### src/rtl/rxq_pkg.sv
package rxq_pkg;

  // Fill level after one cycle: flush wins, otherwise pop first, then push.
  function automatic int rxq_next_count(int cnt, logic flush, logic pop, logic push);
    int n;
    if (flush) begin
      n = 0;
    end else begin
      n = cnt;
      if (pop)  n = n - 1;
      if (push) n = n + 1;
    end
    return n;
  endfunction

  // Slot behind a pointer on a ring of the given depth.
  function automatic int rxq_prev_slot(int ptr, int depth);
    return (ptr + depth - 1) % depth;
  endfunction

endpackage

### src/rtl/rxq_store.sv
module rxq_store #(
  parameter int DATA_W = 8,
  parameter int DEPTH  = 4,
  parameter int PTR_W  = $clog2(DEPTH)
) (
  input  logic              clk,
  input  logic              rst_n,
  input  logic              wr_en,
  input  logic [PTR_W-1:0]  wr_idx,
  input  logic [DATA_W-1:0] wr_data,
  input  logic [PTR_W-1:0]  rd_idx,
  output logic [DATA_W-1:0] rd_data
);

  logic [DEPTH-1:0][DATA_W-1:0] slots;

  for (genvar g = 0; g < DEPTH; g++) begin : g_slot
    logic [DATA_W-1:0] cell_q;
    always_ff @(posedge clk or negedge rst_n) begin
      if (!rst_n) begin
        cell_q <= '0;
      end else if (wr_en && (wr_idx == PTR_W'(g))) begin
        cell_q <= wr_data;
      end
    end
    assign slots[g] = cell_q;
  end

  assign rd_data = slots[rd_idx];

endmodule

### src/rtl/rxq_ctrl.sv
module rxq_ctrl
  import rxq_pkg::*;
#(
  parameter int DEPTH = 4,
  parameter int PTR_W = $clog2(DEPTH),
  parameter int CNT_W = PTR_W + 1
) (
  input  logic             clk,
  input  logic             rst_n,
  input  logic             flush,
  input  logic             pop_req,
  input  logic             brk,
  input  logic             data_acc,
  output logic             wr_en,
  output logic [PTR_W-1:0] wr_idx,
  output logic [PTR_W-1:0] rd_idx,
  output logic [CNT_W-1:0] count,
  output logic             rdy,
  output logic             full
);

  localparam logic [CNT_W-1:0] FULL_CNT = CNT_W'(DEPTH);

  logic [PTR_W-1:0] wptr_q, rptr_q;
  logic [CNT_W-1:0] cnt_q, cnt_d;
  logic             rdy_q, full_q;

  // Named internal events, used by the assertions below.
  logic do_pop, do_push, do_ovw;

  assign do_pop  = pop_req && (cnt_q != '0) && !flush;
  assign do_ovw  = brk && !flush && full_q && !do_pop;
  assign do_push = !flush && (brk || data_acc) && !do_ovw;

  assign wr_en  = do_push || do_ovw;
  assign wr_idx = do_ovw ? PTR_W'(rxq_prev_slot(int'(wptr_q), DEPTH)) : wptr_q;
  assign rd_idx = rptr_q;

  assign cnt_d = CNT_W'(rxq_next_count(int'(cnt_q), flush, do_pop, do_push));

  always_ff @(posedge clk or negedge rst_n) begin
    if (!rst_n) begin
      wptr_q <= '0;
      rptr_q <= '0;
      cnt_q  <= '0;
      rdy_q  <= 1'b0;
      full_q <= 1'b0;
    end else begin
      if (flush) begin
        wptr_q <= '0;
        rptr_q <= '0;
      end else begin
        wptr_q <= wptr_q + PTR_W'(do_push);
        rptr_q <= rptr_q + PTR_W'(do_pop);
      end
      cnt_q  <= cnt_d;
      rdy_q  <= (cnt_d != '0);
      full_q <= (cnt_d == FULL_CNT);
    end
  end

  assign count = cnt_q;
  assign rdy   = rdy_q;
  assign full  = full_q;

  // never more than DEPTH entries
  a_r1_no_overflow: assert property (@(posedge clk) disable iff (!rst_n)
    cnt_q <= FULL_CNT);

  // a push leaves the ready flag up
  a_r3_push_sets_ready: assert property (@(posedge clk) disable iff (!rst_n)
    do_push |=> rdy_q);

  // overwrite keeps the queue full at the same fill level
  a_r5_ovw_keeps_full: assert property (@(posedge clk) disable iff (!rst_n)
    do_ovw |=> (full_q && (cnt_q == FULL_CNT)));

  // a pop request on an empty queue changes nothing
  a_r6_empty_pop_idle: assert property (@(posedge clk) disable iff (!rst_n)
    (pop_req && cnt_q == '0 && !flush && !brk && !data_acc) |=> (cnt_q == '0));

  // a pop without a push leaves full clear
  a_r7_pop_clears_full: assert property (@(posedge clk) disable iff (!rst_n)
    (do_pop && !do_push) |=> !full_q);

  // pop and push together keep the count
  a_r8_pop_push_hold: assert property (@(posedge clk) disable iff (!rst_n)
    (do_pop && do_push) |=> $stable(cnt_q));

  // flush empties the queue and drops both flags
  a_r9_flush_empties: assert property (@(posedge clk) disable iff (!rst_n)
    flush |=> (cnt_q == '0 && !rdy_q && !full_q));

endmodule

### src/rtl/rxq_brkflag.sv
module rxq_brkflag (
  input  logic clk,
  input  logic rst_n,
  input  logic set_i,
  input  logic clr_i,
  output logic flag_o
);

  logic flag_q;

  always_ff @(posedge clk or negedge rst_n) begin
    if (!rst_n) begin
      flag_q <= 1'b0;
    end else if (set_i) begin
      flag_q <= 1'b1;
    end else if (clr_i) begin
      flag_q <= 1'b0;
    end
  end

  assign flag_o = flag_q;

  // set dominates clear
  a_r4_break_sets_flag: assert property (@(posedge clk) disable iff (!rst_n)
    set_i |=> flag_q);

  a_r10_clear_drops_flag: assert property (@(posedge clk) disable iff (!rst_n)
    (clr_i && !set_i) |=> !flag_q);

endmodule

### src/rtl/rx_hold_queue.sv
module rx_hold_queue #(
  parameter int DATA_W = 8,
  parameter int DEPTH  = 4,
  parameter int PTR_W  = $clog2(DEPTH),
  parameter int CNT_W  = PTR_W + 1
) (
  input  logic              clk,
  input  logic              rst_n,
  input  logic              rcv_en_i,
  input  logic              flush_i,
  input  logic              in_valid_i,
  input  logic [DATA_W-1:0] in_data_i,
  input  logic              brk_i,
  input  logic              brk_clr_i,
  input  logic              pop_i,
  output logic [DATA_W-1:0] pop_data_o,
  output logic              can_accept_o,
  output logic              rdy_o,
  output logic              full_o,
  output logic              brk_flag_o,
  output logic [CNT_W-1:0]  count_o
);

  logic              data_acc;
  logic              wr_en;
  logic [PTR_W-1:0]  wr_idx, rd_idx;
  logic [DATA_W-1:0] wr_data, rd_data;
  logic              rdy, full;
  logic [CNT_W-1:0]  count;

  assign can_accept_o = rcv_en_i && !full;
  assign data_acc     = in_valid_i && can_accept_o && !brk_i;
  assign wr_data      = brk_i ? '0 : in_data_i;

  rxq_ctrl #(.DEPTH(DEPTH), .PTR_W(PTR_W), .CNT_W(CNT_W)) u_ctrl (
    .clk      (clk),
    .rst_n    (rst_n),
    .flush    (flush_i),
    .pop_req  (pop_i),
    .brk      (brk_i),
    .data_acc (data_acc),
    .wr_en    (wr_en),
    .wr_idx   (wr_idx),
    .rd_idx   (rd_idx),
    .count    (count),
    .rdy      (rdy),
    .full     (full)
  );

  rxq_store #(.DATA_W(DATA_W), .DEPTH(DEPTH), .PTR_W(PTR_W)) u_store (
    .clk     (clk),
    .rst_n   (rst_n),
    .wr_en   (wr_en),
    .wr_idx  (wr_idx),
    .wr_data (wr_data),
    .rd_idx  (rd_idx),
    .rd_data (rd_data)
  );

  rxq_brkflag u_brk (
    .clk    (clk),
    .rst_n  (rst_n),
    .set_i  (brk_i),
    .clr_i  (brk_clr_i),
    .flag_o (brk_flag_o)
  );

  assign pop_data_o = rdy ? rd_data : '0;
  assign rdy_o      = rdy;
  assign full_o     = full;
  assign count_o    = count;

  // full blocks acceptance
  a_r2_full_blocks: assert property (@(posedge clk) disable iff (!rst_n)
    full |-> !can_accept_o);

  // refused data leaves the count alone
  a_r2_refused_ignored: assert property (@(posedge clk) disable iff (!rst_n)
    (in_valid_i && !can_accept_o && !brk_i && !pop_i && !flush_i) |=> $stable(count));

  // empty queue reads as zero
  a_r6_empty_reads_zero: assert property (@(posedge clk) disable iff (!rst_n)
    (count == '0) |-> (pop_data_o == '0));

endmodule

### config.mk
export PLATFORM = sky130hd
export DESIGN_NAME = rx_hold_queue
export DESIGN_NICKNAME = d
export VERILOG_FILES = /design/src/rtl/rxq_pkg.sv /design/src/rtl/rxq_store.sv /design/src/rtl/rxq_ctrl.sv /design/src/rtl/rxq_brkflag.sv /design/src/rtl/rx_hold_queue.sv
export SDC_FILE = /design/constraint.sdc
export NUM_CORES = 1
export LEC_CHECK = 0
export ABC_AREA = 0
export BUFFER_PORTS_ARGS = -buffer_cell sky130_fd_sc_hd__buf_2
export CAP_MARGIN = 30
export CORE_MARGIN = 2
export CORE_UTILIZATION = 37
export CTS_CLUSTER_SIZE = 28
export DETAILED_ROUTE_END_ITERATION = 16
export GPL_ROUTABILITY_DRIVEN = 0
export SYNTH_ARGS = -nofsm -noshare
export SYNTH_HDL_FRONTEND = slang
export SYNTH_SLANG_ARGS = --single-unit
### constraint.sdc
create_clock -name clk -period 4.5 [get_ports clk]
set_input_delay 1.35 -clock clk [delete_from_list [all_inputs] [get_ports clk]]
set_output_delay 1.35 -clock clk [all_outputs]
set_load 0.005 [all_outputs]
# --- After elaboration in Yosys (flattened, before gate mapping) ---
# Index checks and enable logic that the tools add are counted.
totals:
  reg_bits: 42
  latchBits: 0
  mem_bits_rw: 0
  rom_bits: 0
  inputBits: 16
  out_inout_bits: 15
  word_cells: 59
  memories: 0
classes:
  add_sub_neg: 6
  mul: 0
  n_div: 0
  magnitude_cmp: 1
  n_eq_ne: 4
  shift: 0
  muxes: 13
  n_bitwise: 0
  n_reduce_logical: 25
op_table:
  columns: ["cell", "count"]
  rows:
  - ["8-bit 2-to-1 mux", 3]
  - ["8-bit binary-select mux with 2-bit select", 1]
  - ["1-bit logical AND", 14]
  - ["3-bit 2-to-1 mux", 4]
  - ["2-bit 2-to-1 mux", 3]
  - ["3-bit nonzero test", 2]
  - ["1-bit logical NOT", 5]
  - ["2-bit by 1-bit adder with 2-bit output", 2]
  - ["2-bit equality test (second input constant)", 2]
  - ["3-bit by 2-bit adder with 3-bit output (second input constant)", 1]
  - ["3-bit equality test (second input constant)", 1]
  - ["2-bit by 3-bit < comparator with 1-bit output (second input constant)", 1]
  - ["3-bit by 1-bit subtractor with 3-bit output (second input constant)", 1]
  - ["2-bit by 1-bit adder with 2-bit output (second input constant)", 1]
  - ["2-bit by 1-bit equality test with 1-bit output (second input constant)", 1]
  - ["2-bit logical NOT", 1]
  - ["1-bit logical OR", 2]
  - ["1-bit 2-to-1 mux", 2]
  - ["2-bit nonzero test", 1]
  - ["2-bit subtractor (second input constant)", 1]

# --- Longest topological paths before layout ---
# Gate-level depths: netlist (run 1).
logic_depth:
  ltp_word: 10
  depth_mapped: 10
  depth_no_buf: 9

# --- Cells and area by module ---
# From an unflattened synthesis (run 1), not the netlist that was laid out.
hier_totals:
  hier_cells: 154
  hier_area_um2: 2147.1
by_module_without_submodules:
  columns: ["mod", "n_inst", "cells_per_inst", "area_per_inst_um2", "seq_area_each_um2"]
  rows:
  - ["rxq_store", 1, 78, 1401.3, 800.8]
  - ["rxq_ctrl", 1, 55, 570.5, 225.2]
  - ["rx_hold_queue", 1, 18, 138.9, 0.0]
  - ["rxq_brkflag", 1, 3, 36.3, 25.0]

# --- Worst setup path before layout (run 1) ---
# No wires, ideal clock.
synth_path:
  path_kind: "input to output"
  start: "in rcv_en_i"
  end: "out can_accept_o"
  arrival_time_ns: 1.481
  setup_slack_ns: 1.669
  path_stages: 1
  path_buffers: 0
  cell_sequence: "nor2b_1"
synth_between:
  elab_chain_cells: 1
synth_lines:
  columns: ["item", "line", "source"]
  rows:
  - ["start, declared", "rx_hold_queue.sv:9", "input logic rcv_en_i,"]
  - ["1-bit logical AND", "rx_hold_queue.sv:31", "assign can_accept_o = rcv_en_i && !full;"]
  - ["end, declared", "rx_hold_queue.sv:17", "output logic can_accept_o,"]
# Every way passes these cells.

# --- Worst setup path in the final report (run 1) ---
layout_path:
  start: "reg u_ctrl.rptr_q[0], in the netlist u_ctrl.rd_idx[0]"
  end: "out pop_data_o[7]"
layout_between:
  elab_chain_cells: 3
layout_lines:
  columns: ["item", "line", "source"]
  rows:
  - ["start, declared", "rxq_ctrl.sv:24", "logic [PTR_W-1:0] wptr_q, rptr_q;"]
  - ["start signal, assigned", "rxq_ctrl.sv:54", "rptr_q <= rptr_q + PTR_W'(do_pop);"]
  - ["8-bit binary-select mux with 2-bit select", "rxq_store.sv:29", "assign rd_data = slots[rd_idx];"]
  - ["8-bit 2-to-1 mux (not written as such)", "rxq_store.sv:29", null]
  - ["8-bit 2-to-1 mux", "rx_hold_queue.sv:68", "assign pop_data_o = rdy ? rd_data : '0;"]
  - ["end, declared", "rx_hold_queue.sv:16", "output logic [DATA_W-1:0] pop_data_o,"]
# Every way passes these cells. The select of a mux whose other input is x is not followed.

==> results summary, run 1 <==
The number of antenna violations at the first check in global routing is 0. The H-tree depth reported by CTS came out at 2. The worst setup path is captured at an output port. The number of search-and-repair iterations in the first detailed-routing pass came out at 4. The final setup violation count came out at 0. After routing, the total negative slack on setup checks comes to 0 ns. The CTS clock-pin slew for the worst setup and hold paths came out at around 0.080 ns.

The via count of the first global-routing pass came out at ~1.4k. Synthesis inferred between 40 and 50 register bits. Setup repair after global routing left no endpoint under its margin. Among all flip-flop cells after synthesis, the most frequent one is sky130_fd_sc_hd__dfrtp_1. The largest driver fanout on the critical path is 9. In the routed layout, each cell is associated on average with a via count of about 5. Data on the critical path is required at its endpoint by roughly 3.2 ns. Of all flip-flops after synthesis, the portion carrying an async set or reset was between 90% and 100%. At the pin with the least slew margin, the transition time is about 0.57 ns. The layout filler cell count came out at 577.

For the worst flop-to-flop path, the logic depth is 7. For this design the ratio of total power to cell area is about 460 nW/um^2. The boundary pin count came out at 31. The aggregate global routing overflow is 0. The maximum clock frequency came out at 0.310 GHz.

The number of standard cells after synthesis is 158. The endpoint identified for the worst register-to-register timing path is u_store.g_slot[2].cell_q[0]$_DFFE_PN0P_. For hold timing, the worst endpoint is u_store.g_slot[1].cell_q[3]$_DFFE_PN0P_.

The worst setup path is of the flop to output port kind. The commonest cells after synthesis are sky130_fd_sc_hd__dfrtp_1, sky130_fd_sc_hd__mux2_2, sky130_fd_sc_hd__and2_1. The clock tree from TritonCTS is done. The start point of the worst hold path is u_store.g_slot[1].cell_q[3]$_DFFE_PN0P_. The number of cells on the worst hold path came out at 1. The core region is 5820 um^2. The area of the die is between 6000 and 7000 um^2. For the finished layout, the period the worst path requires is 3.22 ns. The floorplan step set the die height to 81.0 um. STA classifies the critical path startpoint as a flop. In the global route stage, overall resource usage came out at about 15%. The initial core utilization is a little under two fifths. For this block, the routed nets add up to approximately 4200 um of wire. Across all setup checks in the final design, the least slack found is 1.28 ns.

The leakage power total came out at 0.00125 uW. The area used by sequential logic in the layout is 1050 um^2. The routed wire length per instance came out at 15.8 um.

Detailed routing inserted a total of between 1k and 1.5k vias. In this run the remaining antenna-violating nets after routing total 0. The horizontal die dimension came out at about 81 um. Once layout is complete, the cells apart from fillers number roughly 270. On the final layout, the worst hold slack is just over 0.5 ns. The minimum setup slack among reg-to-reg paths came out at ~2 ns. The root buffer selected by CTS is sky130_fd_sc_hd__clkbuf_8.

The clock arrives with around 0.0037 ns of skew. The worst ir drop on vdd came out at approximately 0.22 mV. In the post-synthesis netlist, the biggest area contributors are sky130_fd_sc_hd__dfrtp_1, sky130_fd_sc_hd__mux2_2, sky130_fd_sc_hd__mux4_2. The global-route wire length before repair is slightly above 7000 um. The area of the multi-input gates is ~1100 um^2. For this design, the CTS-stage hold fixing added 0 buffers. Timing analysis after detailed placement gives a worst setup slack of 1.21 ns. The run finished with clean final reports. The post-cts gate resize count came out at 0. The half-perimeter wire length after detailed placement came out at approximately 2800 um. The layout overhead on the synthesized area is 15.8%. In the post-synthesis netlist, the cell with the most instances is sky130_fd_sc_hd__dfrtp_1. The max-slew violation count is 0. The floorplan row count came out at 28. The clock latency on the worst-skew pair is about 0.30 ns. For this run, the register share of the synthesized area comes to between 40% and 50%. The fraction of final layout cells sized beyond drive strength 1 came out at between 40 and 50%.

The biggest area contributor in the post-synthesis netlist is sky130_fd_sc_hd__dfrtp_1. After synthesis the cells add up to ~2200 um^2. No sink is reached through more buffers than the 2 on the longest clock path.

The final count of hold timing violations came to 0. In this run the worst hold path is classified as flop to flop. In this run, the number of DRC markers left after iteration 0 of detailed routing was 60. The fraction of synthesized cell area taken by the top area cell type is about 48%. In this run, placement finished with an instance count of between 200 and 300.

The post-CTS setup buffer count is 0. The TritonCTS buffer count is 5. Summing internal, switching and leakage power gives between 1000 and 1500 uW. The count of buffers inserted at the top-level ports is 30. The remaining design rule violation count is 0. In the final design database the tool counted 211 nets. The count of flip-flops with a built-in enable after synthesis is 0. The pin count of the biggest net entering global routing came out at 43. The post-route fraction of the period consumed by the critical path came out at 71.6%. The critical path arrival came out at ~1.9 ns. The net count of the mapped netlist is around 180. The average instance in the mapped netlist occupies 13.9 um^2. The number of max-cap violations is 0.

The startpoint identified for the worst register-to-register timing path is u_ctrl.count[0]$_DFF_PN0_. The count of yosys warnings during synthesis came out at 0. Headroom to the max-slew limit came out at 61.7%. The number of different library cells used by synthesis comes to 31.

0 antenna diodes ended up in the layout. The number of clock sinks is 42.
-- report_power, final --
group / leakage [uW] / internal (uW) / switching [uW]
Clock: 0.0000573 / 178 / 128
Combinational: 0.000636 / 196 / 125
Sequential: 0.000556 / 470 / 72.0
-- layer usage --
| layer | GRT usage (%) | routed length, um |
|---|---|---|
| met5 | 0 | 0 |
| met4 | 9.49 | 119 |
| met3 | 3.44 | 150 |
| met2 | 23.2 | 1950 |
| met1 | 19.1 | 1960 |
-- through the flow --
step,util (%),instance area [um^2]
final,43.7,2540
after global routing,43.7,2540
after CTS,43.2,2510
after detailed placement,41.3,2400
after global placement,41.3,2400
after floorplan,-,2190
-- cell usage in the layout, fill, tap and decap left out --
| cell type | n |
|---|---|
| sky130_fd_sc_hd__a211o_1 | 3 |
| sky130_fd_sc_hd__a211oi_4 | 1 |
| sky130_fd_sc_hd__a21oi_1 | 1 |
| sky130_fd_sc_hd__a21oi_4 | 1 |
| sky130_fd_sc_hd__a22oi_1 | 1 |
| sky130_fd_sc_hd__a311o_1 | 1 |
| sky130_fd_sc_hd__a311oi_1 | 1 |
| sky130_fd_sc_hd__a31o_2 | 1 |
| sky130_fd_sc_hd__and2_1 | 10 |
| sky130_fd_sc_hd__and2b_1 | 8 |
| sky130_fd_sc_hd__and3_4 | 2 |
| sky130_fd_sc_hd__buf_16 | 1 |
| sky130_fd_sc_hd__buf_2 | 30 |
| sky130_fd_sc_hd__bufinv_16 | 1 |
| sky130_fd_sc_hd__clkbuf_8 | 6 |
| sky130_fd_sc_hd__dfrtp_1 | 42 |
| sky130_fd_sc_hd__ha_1 | 5 |
| sky130_fd_sc_hd__inv_1 | 6 |
| sky130_fd_sc_hd__mux2_2 | 24 |
| sky130_fd_sc_hd__mux2_4 | 8 |
| sky130_fd_sc_hd__mux2i_1 | 3 |
| sky130_fd_sc_hd__mux4_2 | 8 |
| sky130_fd_sc_hd__nand2_1 | 2 |
| sky130_fd_sc_hd__nand2b_1 | 2 |
| sky130_fd_sc_hd__nand3b_1 | 2 |
| sky130_fd_sc_hd__nand4_1 | 1 |
| sky130_fd_sc_hd__nor2_1 | 5 |
| sky130_fd_sc_hd__nor2b_1 | 4 |
| sky130_fd_sc_hd__nor3_1 | 2 |
| sky130_fd_sc_hd__o21ai_0 | 1 |
| sky130_fd_sc_hd__o21ai_1 | 1 |
| sky130_fd_sc_hd__o21ai_4 | 2 |
| sky130_fd_sc_hd__xnor2_1 | 4 |
-- cell type report --
cell class	instances	share of cell area, %
clock buffers	6	3.25
well taps	75	3.69
repair buffers	31	6.99
flip-flops and latches	42	41.4
clock inverters	1	1.18
multi-input cells	104	42.6
inverters	6	0.886
-- worst max-delay path, stage by stage (launching register included) --
cell and delay (ns):
sky130_fd_sc_hd__dfrtp_1 0.71, sky130_fd_sc_hd__mux4_2 0.58, sky130_fd_sc_hd__and2_1 0.16, sky130_fd_sc_hd__buf_2 0.12
-- cell families after synthesis --
logic type                 after synthesis  share of synthesized area (%)
xor gates and xnor gates                 4                           1.60
adders and majority gates                5                           2.85
buffers and inverters                   12                           2.74
DFF                                     42                           47.9
and+or+nand+nor                         38                           10.9
AOI/OAI and AO/OA                       14                           6.61
muxes                                   43                           27.4
-- state kept, by name, summed over array words and instances, names as in the netlist --
name / flops
u_ctrl.rd_idx: 2
u_ctrl.wptr_q: 2
u_ctrl.rdy: 1
u_ctrl.full: 1
u_brk.flag_o: 1
u_store.g_slot.cell_q: 32
u_ctrl.count: 3
-- how the worst max path moves through the flow --
stage	from	cells past startpoint	slack, ns	end
floorplan	rcv_en_i	1	1.67	can_accept_o
global placement	brk_i	6	1.28	u_store.g_slot[2].cell_q[1]$_DFFE_PN0P_
detailed placement	brk_i	6	1.21	u_store.g_slot[2].cell_q[0]$_DFFE_PN0P_
CTS	u_ctrl.rd_idx[0]$_DFF_PN0_	3	1.20	pop_data_o[7]
global route	u_ctrl.rd_idx[0]$_DFF_PN0_	3	1.10	pop_data_o[5]
finish	u_ctrl.rd_idx[0]$_DFF_PN0_	3	1.28	pop_data_o[7]
(Power assumes the default switching activity.)
==> run 2: changes to the inputs <==
==> constraint.sdc (replaced) <==
create_clock -name clk -period 2.8 [get_ports clk]
set_input_delay 0.84 -clock clk [delete_from_list [all_inputs] [get_ports clk]]
set_output_delay 0.84 -clock clk [all_outputs]
set_load 0.005 [all_outputs]
==> run 2 against run 1 <==
Die area unchanged. Worst setup slack got worse by 0.96 ns. Sequential share of layout area decreased by 0.28 points. Combinational power increased by 69%. Power increased by 54%. Wire length decreased by 3.6%. Clock-buffer cell count decreased by 1. Final cell count increased by 2.6%. Via count decreased by 0.53%. First-iteration DRC count decreased by 3.3%. Largest cell class unchanged. Highest routed layer unchanged.
==> results summary, run 2 (synthesis results as in run 1) <==
The via count of the first global-routing pass was about 1.3k. The time the final worst path needs with I/O delays and setup is 2.48 ns. For this run, the total global-route usage over all layers was measured as between 10 and 15%. The critical path arrival is 1.64 ns.

The final count of hold timing violations came out at 0. The number of search-and-repair iterations in the first detailed-routing pass came out at 4. The floorplan row count came out at 28. The max-slew headroom at the worst pin came out at 68.0%. For this run, the top clock speed supported by timing is 0.402 GHz. The longest clock path from root to sink contains 2 buffers. The post-cts gate resize count came out at 0.

The largest driver fanout on the critical path came out at 9. Once detail routing completed, the nets flagged for antenna violations numbered 0. Wires add up to 4020 um. The boundary pin count is 31.

The post-CTS setup buffer count came out at 0. The worst ir drop on vdd is around 0.28 mV. The register with the most flip-flops in the layout has 32 of them. The antenna diode count is 0.

In this run the worst hold path is classified as input pin to asynchronous set/reset pin. The fraction of final layout cells sized beyond drive strength 1 is 46.7%. The power density of the placed cells is 701 nW/um^2.

The horizontal die dimension came out at between 80 and 90 um. The H-tree depth reported by CTS is 2. Summed over all failing endpoints, the final setup total negative slack is 0 ns. STA classifies the critical path startpoint as a flop. Clock tree synthesis selected as its root buffer the cell sky130_fd_sc_hd__clkbuf_8. Setup repair after global routing left no endpoint under its margin. The flow ran to the end, and the final reports show no timing, DRC or antenna violations. The total number of vias came out at between 1k and 1.5k. The required time at the worst-slack endpoint came out at 1.96 ns.

The number of antenna violations at the first check in global routing was 0. The first-iteration detailed-routing DRC count came out at 58. The final setup violation count came out at 0.

The routed via count divided by cell count came out at 4.84. The post-route fraction of the period consumed by the critical path came out at ~89%. The half-perimeter wire length after detailed placement came out at approximately 2800 um. The die covers between 6000 and 7000 um^2.

The hold buffer count at CTS came out at 0. The count of buffers inserted at the top-level ports is 30. Leaving out fill and tap cells, the most frequent cell in the layout is sky130_fd_sc_hd__dfrtp_1. The remaining design rule violation count came out at 0.

After global routing the overflow that remains totals 0. TritonCTS built the clock tree. The clock latency on the worst-skew pair came out at approximately 0.30 ns. In the final design database the tool counted ~220 nets. The number of max-cap violations is 0. The TritonCTS buffer count came out at 5. In the layout the commonest cells are sky130_fd_sc_hd__dfrtp_1, sky130_fd_sc_hd__buf_2, sky130_fd_sc_hd__mux2_2, sky130_fd_sc_hd__and2_1. In the final routed layout, each cell accounts on average for between 10 and 15 um. The critical path in this run is classified as flop to output port. The worst hold slack is 0.494 ns.

The max-slew violation count is 0. The worst register-to-register path has a depth of 8. The layout overhead on the synthesized area is 16.6%. At the pin with the least slew margin, the transition time is between 0.4 and 0.5 ns. The category of the worst setup path capture point is an output port. The pin count of the biggest net entering global routing is 43. The y dimension of the die is around 81 um.

The CTS clock-pin slew for the worst setup and hold paths is 0.09 ns. The floorplan step defined a core boundary enclosing just under 6000 um^2. The register with the most flip-flops is u_store.g_slot.cell_q. The initial core utilization is roughly 38%. The leakage power total is 0.00126 uW. The number of clock sinks came out at between 40 and 50. The worst clock skew on the final layout is between 0.01 and 0.015 ns.

The global-route wire length before repair is 6710 um.
run 2: cell count changes in the layout (fill, tap and decap cells not counted):
cell	change
sky130_fd_sc_hd__clkbuf_8	-1
sky130_fd_sc_hd__bufinv_16	-1
sky130_fd_sc_hd__inv_6	+1
sky130_fd_sc_hd__buf_16	-1
sky130_fd_sc_hd__clkinvlp_4	+2
sky130_fd_sc_hd__buf_12	+1
sky130_fd_sc_hd__buf_4	+6
run 2: area by class of cell:
class,instances,area [um^2]
Tap cell,75,93.8
Sequential cell,42,1050
Clock inverter,3,23.8
Timing Repair Buffer,37,215
Fill cell,557,3260
Multi-Input combinational cell,104,1080
Inverter,6,22.5
Clock buffer,5,68.8
run 2: critical path, stage by stage, from the launching register on:
cell and delay (ns):
sky130_fd_sc_hd__dfrtp_1 0.33, sky130_fd_sc_hd__buf_4 0.21, sky130_fd_sc_hd__mux4_2 0.53, sky130_fd_sc_hd__and2_1 0.17
sky130_fd_sc_hd__buf_2 0.12
run 2: report_power, final:
part,total [uW],internal [uW],switching [uW]
sequential,853,755,98.7
clock,398,178,219
combinational,541,323,219
run 2: final timing paths:
| kind | startpoint | to | slack [ns] |
|---|---|---|---|
| hold reg to reg | u_store.g_slot[3].cell_q[5]$_DFFE_PN0P_ | u_store.g_slot[3].cell_q[5]$_DFFE_PN0P_ | 0.51 |
| hold / removal | rst_n | u_store.g_slot[2].cell_q[2]$_DFFE_PN0P_ | 0.49 |
| min in group clk | u_store.g_slot[3].cell_q[5]$_DFFE_PN0P_ | u_store.g_slot[3].cell_q[5]$_DFFE_PN0P_ | 0.51 |
| setup reg to reg | u_ctrl.count[0]$_DFF_PN0_ | u_store.g_slot[2].cell_q[1]$_DFFE_PN0P_ | 0.43 |
| max in group asynchronous | rst_n | u_ctrl.wptr_q[1]$_DFF_PN0_ | 2.08 |
| setup / recovery | u_ctrl.rd_idx[0]$_DFF_PN0_ | pop_data_o[7] | 0.32 |
run 2: routing by layer:
layer	wire length [um]	global-route usage, %	up-vias
met3	143	3.44	6
li1	-	-	637
met4	55	4.58	0
met5	0	0	-
met2	1880	22.1	25
met1	1940	18.8	648
run 2: through the flow:
step | power [uW] | setup slack [ns] | area [um^2] | util (%) | instances
6_report | 1790 | 0.315 | 2560 | 44.0 | 272
5_1_grt | 1930 | 0.234 | 2560 | 44.0 | 272
4_1_cts | 1820 | 0.276 | 2560 | 44.0 | 272
3_5_place_dp | 1420 | 0.233 | 2470 | 42.4 | 264
3_3_place_gp | 1400 | 0.274 | 2470 | 42.4 | 264
2_1_floorplan | 1240 | 0.486 | 2190 | - | 158
==> run 3: changes to the inputs <==
==> constraint.sdc (replaced) <==
create_clock -name clk -period 3.1 [get_ports clk]
set_input_delay 0.93 -clock clk [delete_from_list [all_inputs] [get_ports clk]]
set_output_delay 0.93 -clock clk [all_outputs]
set_load 0.005 [all_outputs]
==> run 3 against run 2 <==
Worst setup slack improved by 0.21 ns. Largest power group unchanged. Power fell by 6.2%. Critical path depth unchanged. Clock power is 5.5% higher. Critical endpoint is now pop_data_o[1]. Clock skew is 0.0044 ns lower. Wire length up 2.8%. Sequential power fell by 9.5%.
==> results summary, run 3 (synthesis results as in run 1) <==
The flow ran to the end, and the final reports show no timing, DRC or antenna violations. The max-slew violation count was 0. The number of nets in the finished design is 216. The time the final worst path needs with I/O delays and setup is between 2 and 3 ns. The leakage power total is around 0.0013 uW. The post-cts gate resize count came out at 0. The half-perimeter wire length after detailed placement came out at roughly 2800 um. The total number of vias is 1363. Cells with a size suffix above 1 make up 45.9% of the layout. The total track usage is 14.3%. The y dimension of the die is approximately 80 um.

The final total negative setup slack is 0 ns. After detailed placement, the design holds a cell count of ~260. The instance area at placement is 2440 um^2. The post-layout instance area is approximately 2600 um^2.

The clock net in this run drives a total of 42 sinks. The post-CTS setup buffer count came out at 0. The area of the die came out at approximately 6600 um^2. The worst setup path is launched from a flop. The largest driver fanout on the critical path is 9. The routed via count divided by cell count came out at approximately 5.0. The final cell count without fillers came out at 271. Ranked by flip-flop count, first place goes to u_store.g_slot.cell_q. 31 I/O pins were placed.

The critical path is of the flop to output port type. The first global-routing pass estimated between 6000 and 7000 um of wire. The final setup violation count is 0. Timing would allow up to 0.388 GHz. The antenna diode count came out at 0. The routed wire length per instance is 15.3 um. The library cell used most frequently in the layout, excluding fill and tap cells, is sky130_fd_sc_hd__dfrtp_1. Dividing total power by cell area gives a power density of 655 nW/um^2.

The initial core utilization came out at between 30% and 40%. The hold buffer count at CTS is 0. The area of the core region came out at 5820 um^2. The first-iteration detailed-routing DRC count came out at 49.

The via count of the first global-routing pass came to ~1.4k. The post-route fraction of the period consumed by the critical path is approximately 83%. The critical path arrival came out at 1.64 ns.

The worst ir drop on vdd came out at between 0.3 and 0.4 mV. The library cells used most frequently in the layout, excluding fill and tap cells, are sky130_fd_sc_hd__dfrtp_1, sky130_fd_sc_hd__buf_2, sky130_fd_sc_hd__mux2_2, sky130_fd_sc_hd__and2_1. The longest individual stage delay on the worst path is 0.53 ns. The actual transition at the worst max-transition pin came out at about 0.54 ns. The worst clock skew on the final layout is 0.00850 ns. Summed over all layers, the global routing overflow is 0.

The clock latency on the worst-skew pair is a little under 0.3 ns. Setup repair after global routing left no endpoint under its margin. The layout filler cell count came out at 576. The pin count of the biggest net entering global routing is 43.

The remaining design rule violation count is 0. The floorplan row count came out at 28. The tree is rooted in a sky130_fd_sc_hd__clkbuf_8.

The first detailed-routing pass ran for 4 iterations. Once detail routing completed, the nets flagged for antenna violations numbered 0. The final count of hold timing violations was 0.

STA classifies the critical path endpoint as an output port. The horizontal die dimension is 81.0 um. Traced cell by cell, the critical path runs through buf_4, mux4_2, and2_1, buf_2. The TritonCTS buffer count came out at 5. The clock tree from TritonCTS is done. The tightest min-delay check is of the input pin to asynchronous set/reset pin type.

The number of flip-flops under the largest register name is 32. The slowest cell on the critical path is sky130_fd_sc_hd__mux4_2. The total wire length is 4130 um. The CTS clock-pin slew for the worst setup and hold paths came out at about 0.08 ns. The maximum number of buffers from clock root to sink is 2. Port buffering added 30 buffers. The number of max-cap violations is 0. The max-slew headroom at the worst pin is 64.2%.

The number of antenna violations at the first check in global routing came out at 0. Grouping stages by cell kind, the critical path spends the most delay in multiplexers. The layout overhead on the synthesized area came out at 17.0%. At the worst endpoint, the required time is about 2.2 ns. The buffering stage count on the worst path with inverters included came out at 2.

The H-tree depth reported by CTS came out at 2.
## run 3: changes by cell type in the layout (fill, tap and decap cells not counted)
cell                         before  now
sky130_fd_sc_hd__clkbuf_1         0    1
sky130_fd_sc_hd__inv_6            1    0
sky130_fd_sc_hd__buf_4            6    5
sky130_fd_sc_hd__bufinv_16        0    1
sky130_fd_sc_hd__clkinvlp_4       2    1
## run 3: area by class of cell
cell class / instances / area [um^2] / share of cell area (%)
Timing Repair Buffer: 36 / 208 / 8.09
Clock inverter: 2 / 37.5 / 1.46
Tap cell: 75 / 93.8 / 3.65
Sequential cell: 42 / 1050 / 40.9
Multi-Input combinational cell: 104 / 1080 / 42.2
Clock buffer: 6 / 72.6 / 2.83
Inverter: 6 / 22.5 / 0.877
## run 3: power by group
group	internal [uW]	switching, uW
Clock	240	180
Sequential	682	89.8
Combinational	292	198
Total	1210	468
## run 3: metrics by stage
step | utilization [%] | worst slack (ns) | hold slack, ns | power, uW
CTS | 43.8 | 0.495 | 0.508 | 1700
global placement | 41.9 | 0.375 | 0.483 | 1270
detailed placement | 41.9 | 0.356 | 0.492 | 1280
global route | 44.2 | 0.422 | 0.404 | 1790
floorplan | - | 0.696 | 0.474 | 1120
finish | 44.2 | 0.526 | 0.419 | 1680
## run 3: worst register-to-register path, stage by stage (launching register included)
cell                       delay [ns]
sky130_fd_sc_hd__dfrtp_1         0.43
sky130_fd_sc_hd__inv_1           0.10
sky130_fd_sc_hd__ha_1            0.17
sky130_fd_sc_hd__nand2b_1        0.12
sky130_fd_sc_hd__a211o_1         0.42
sky130_fd_sc_hd__o21ai_1         0.29
sky130_fd_sc_hd__a211o_1         0.50
sky130_fd_sc_hd__mux2_4          0.35
## run 3: routing by layer
layer / part of all wire (%) / wire length (um) / global-route usage [%] / vias up
met2: 47 / 1930 / 22.4 / 27
met4: 1.8 / 73 / 5.42 / 0
met1: 48 / 1980 / 19.3 / 689
met3: 3.6 / 150 / 3.44 / 7
li1: - / - / - / 640
met5: 0 / 0 / 0 / -
## run 3: path summary, 6_finish.rpt
check | start | to | slack, ns | depth (start not counted)
max | u_ctrl.rd_idx[0]$_DFF_PN0_ | pop_data_o[1] | 0.53 | 4
min in group clk | u_store.g_slot[1].cell_q[0]$_DFFE_PN0P_ | u_store.g_slot[1].cell_q[0]$_DFFE_PN0P_ | 0.51 | 1
max reg2reg | u_ctrl.count[0]$_DFF_PN0_ | u_store.g_slot[2].cell_q[4]$_DFFE_PN0P_ | 0.60 | 7
min reg2reg | u_store.g_slot[1].cell_q[0]$_DFFE_PN0P_ | u_store.g_slot[1].cell_q[0]$_DFFE_PN0P_ | 0.51 | 1
max in group asynchronous | rst_n | u_ctrl.wptr_q[1]$_DFF_PN0_ | 2.27 | 2
min | rst_n | u_store.g_slot[1].cell_q[2]$_DFFE_PN0P_ | 0.42 | 1
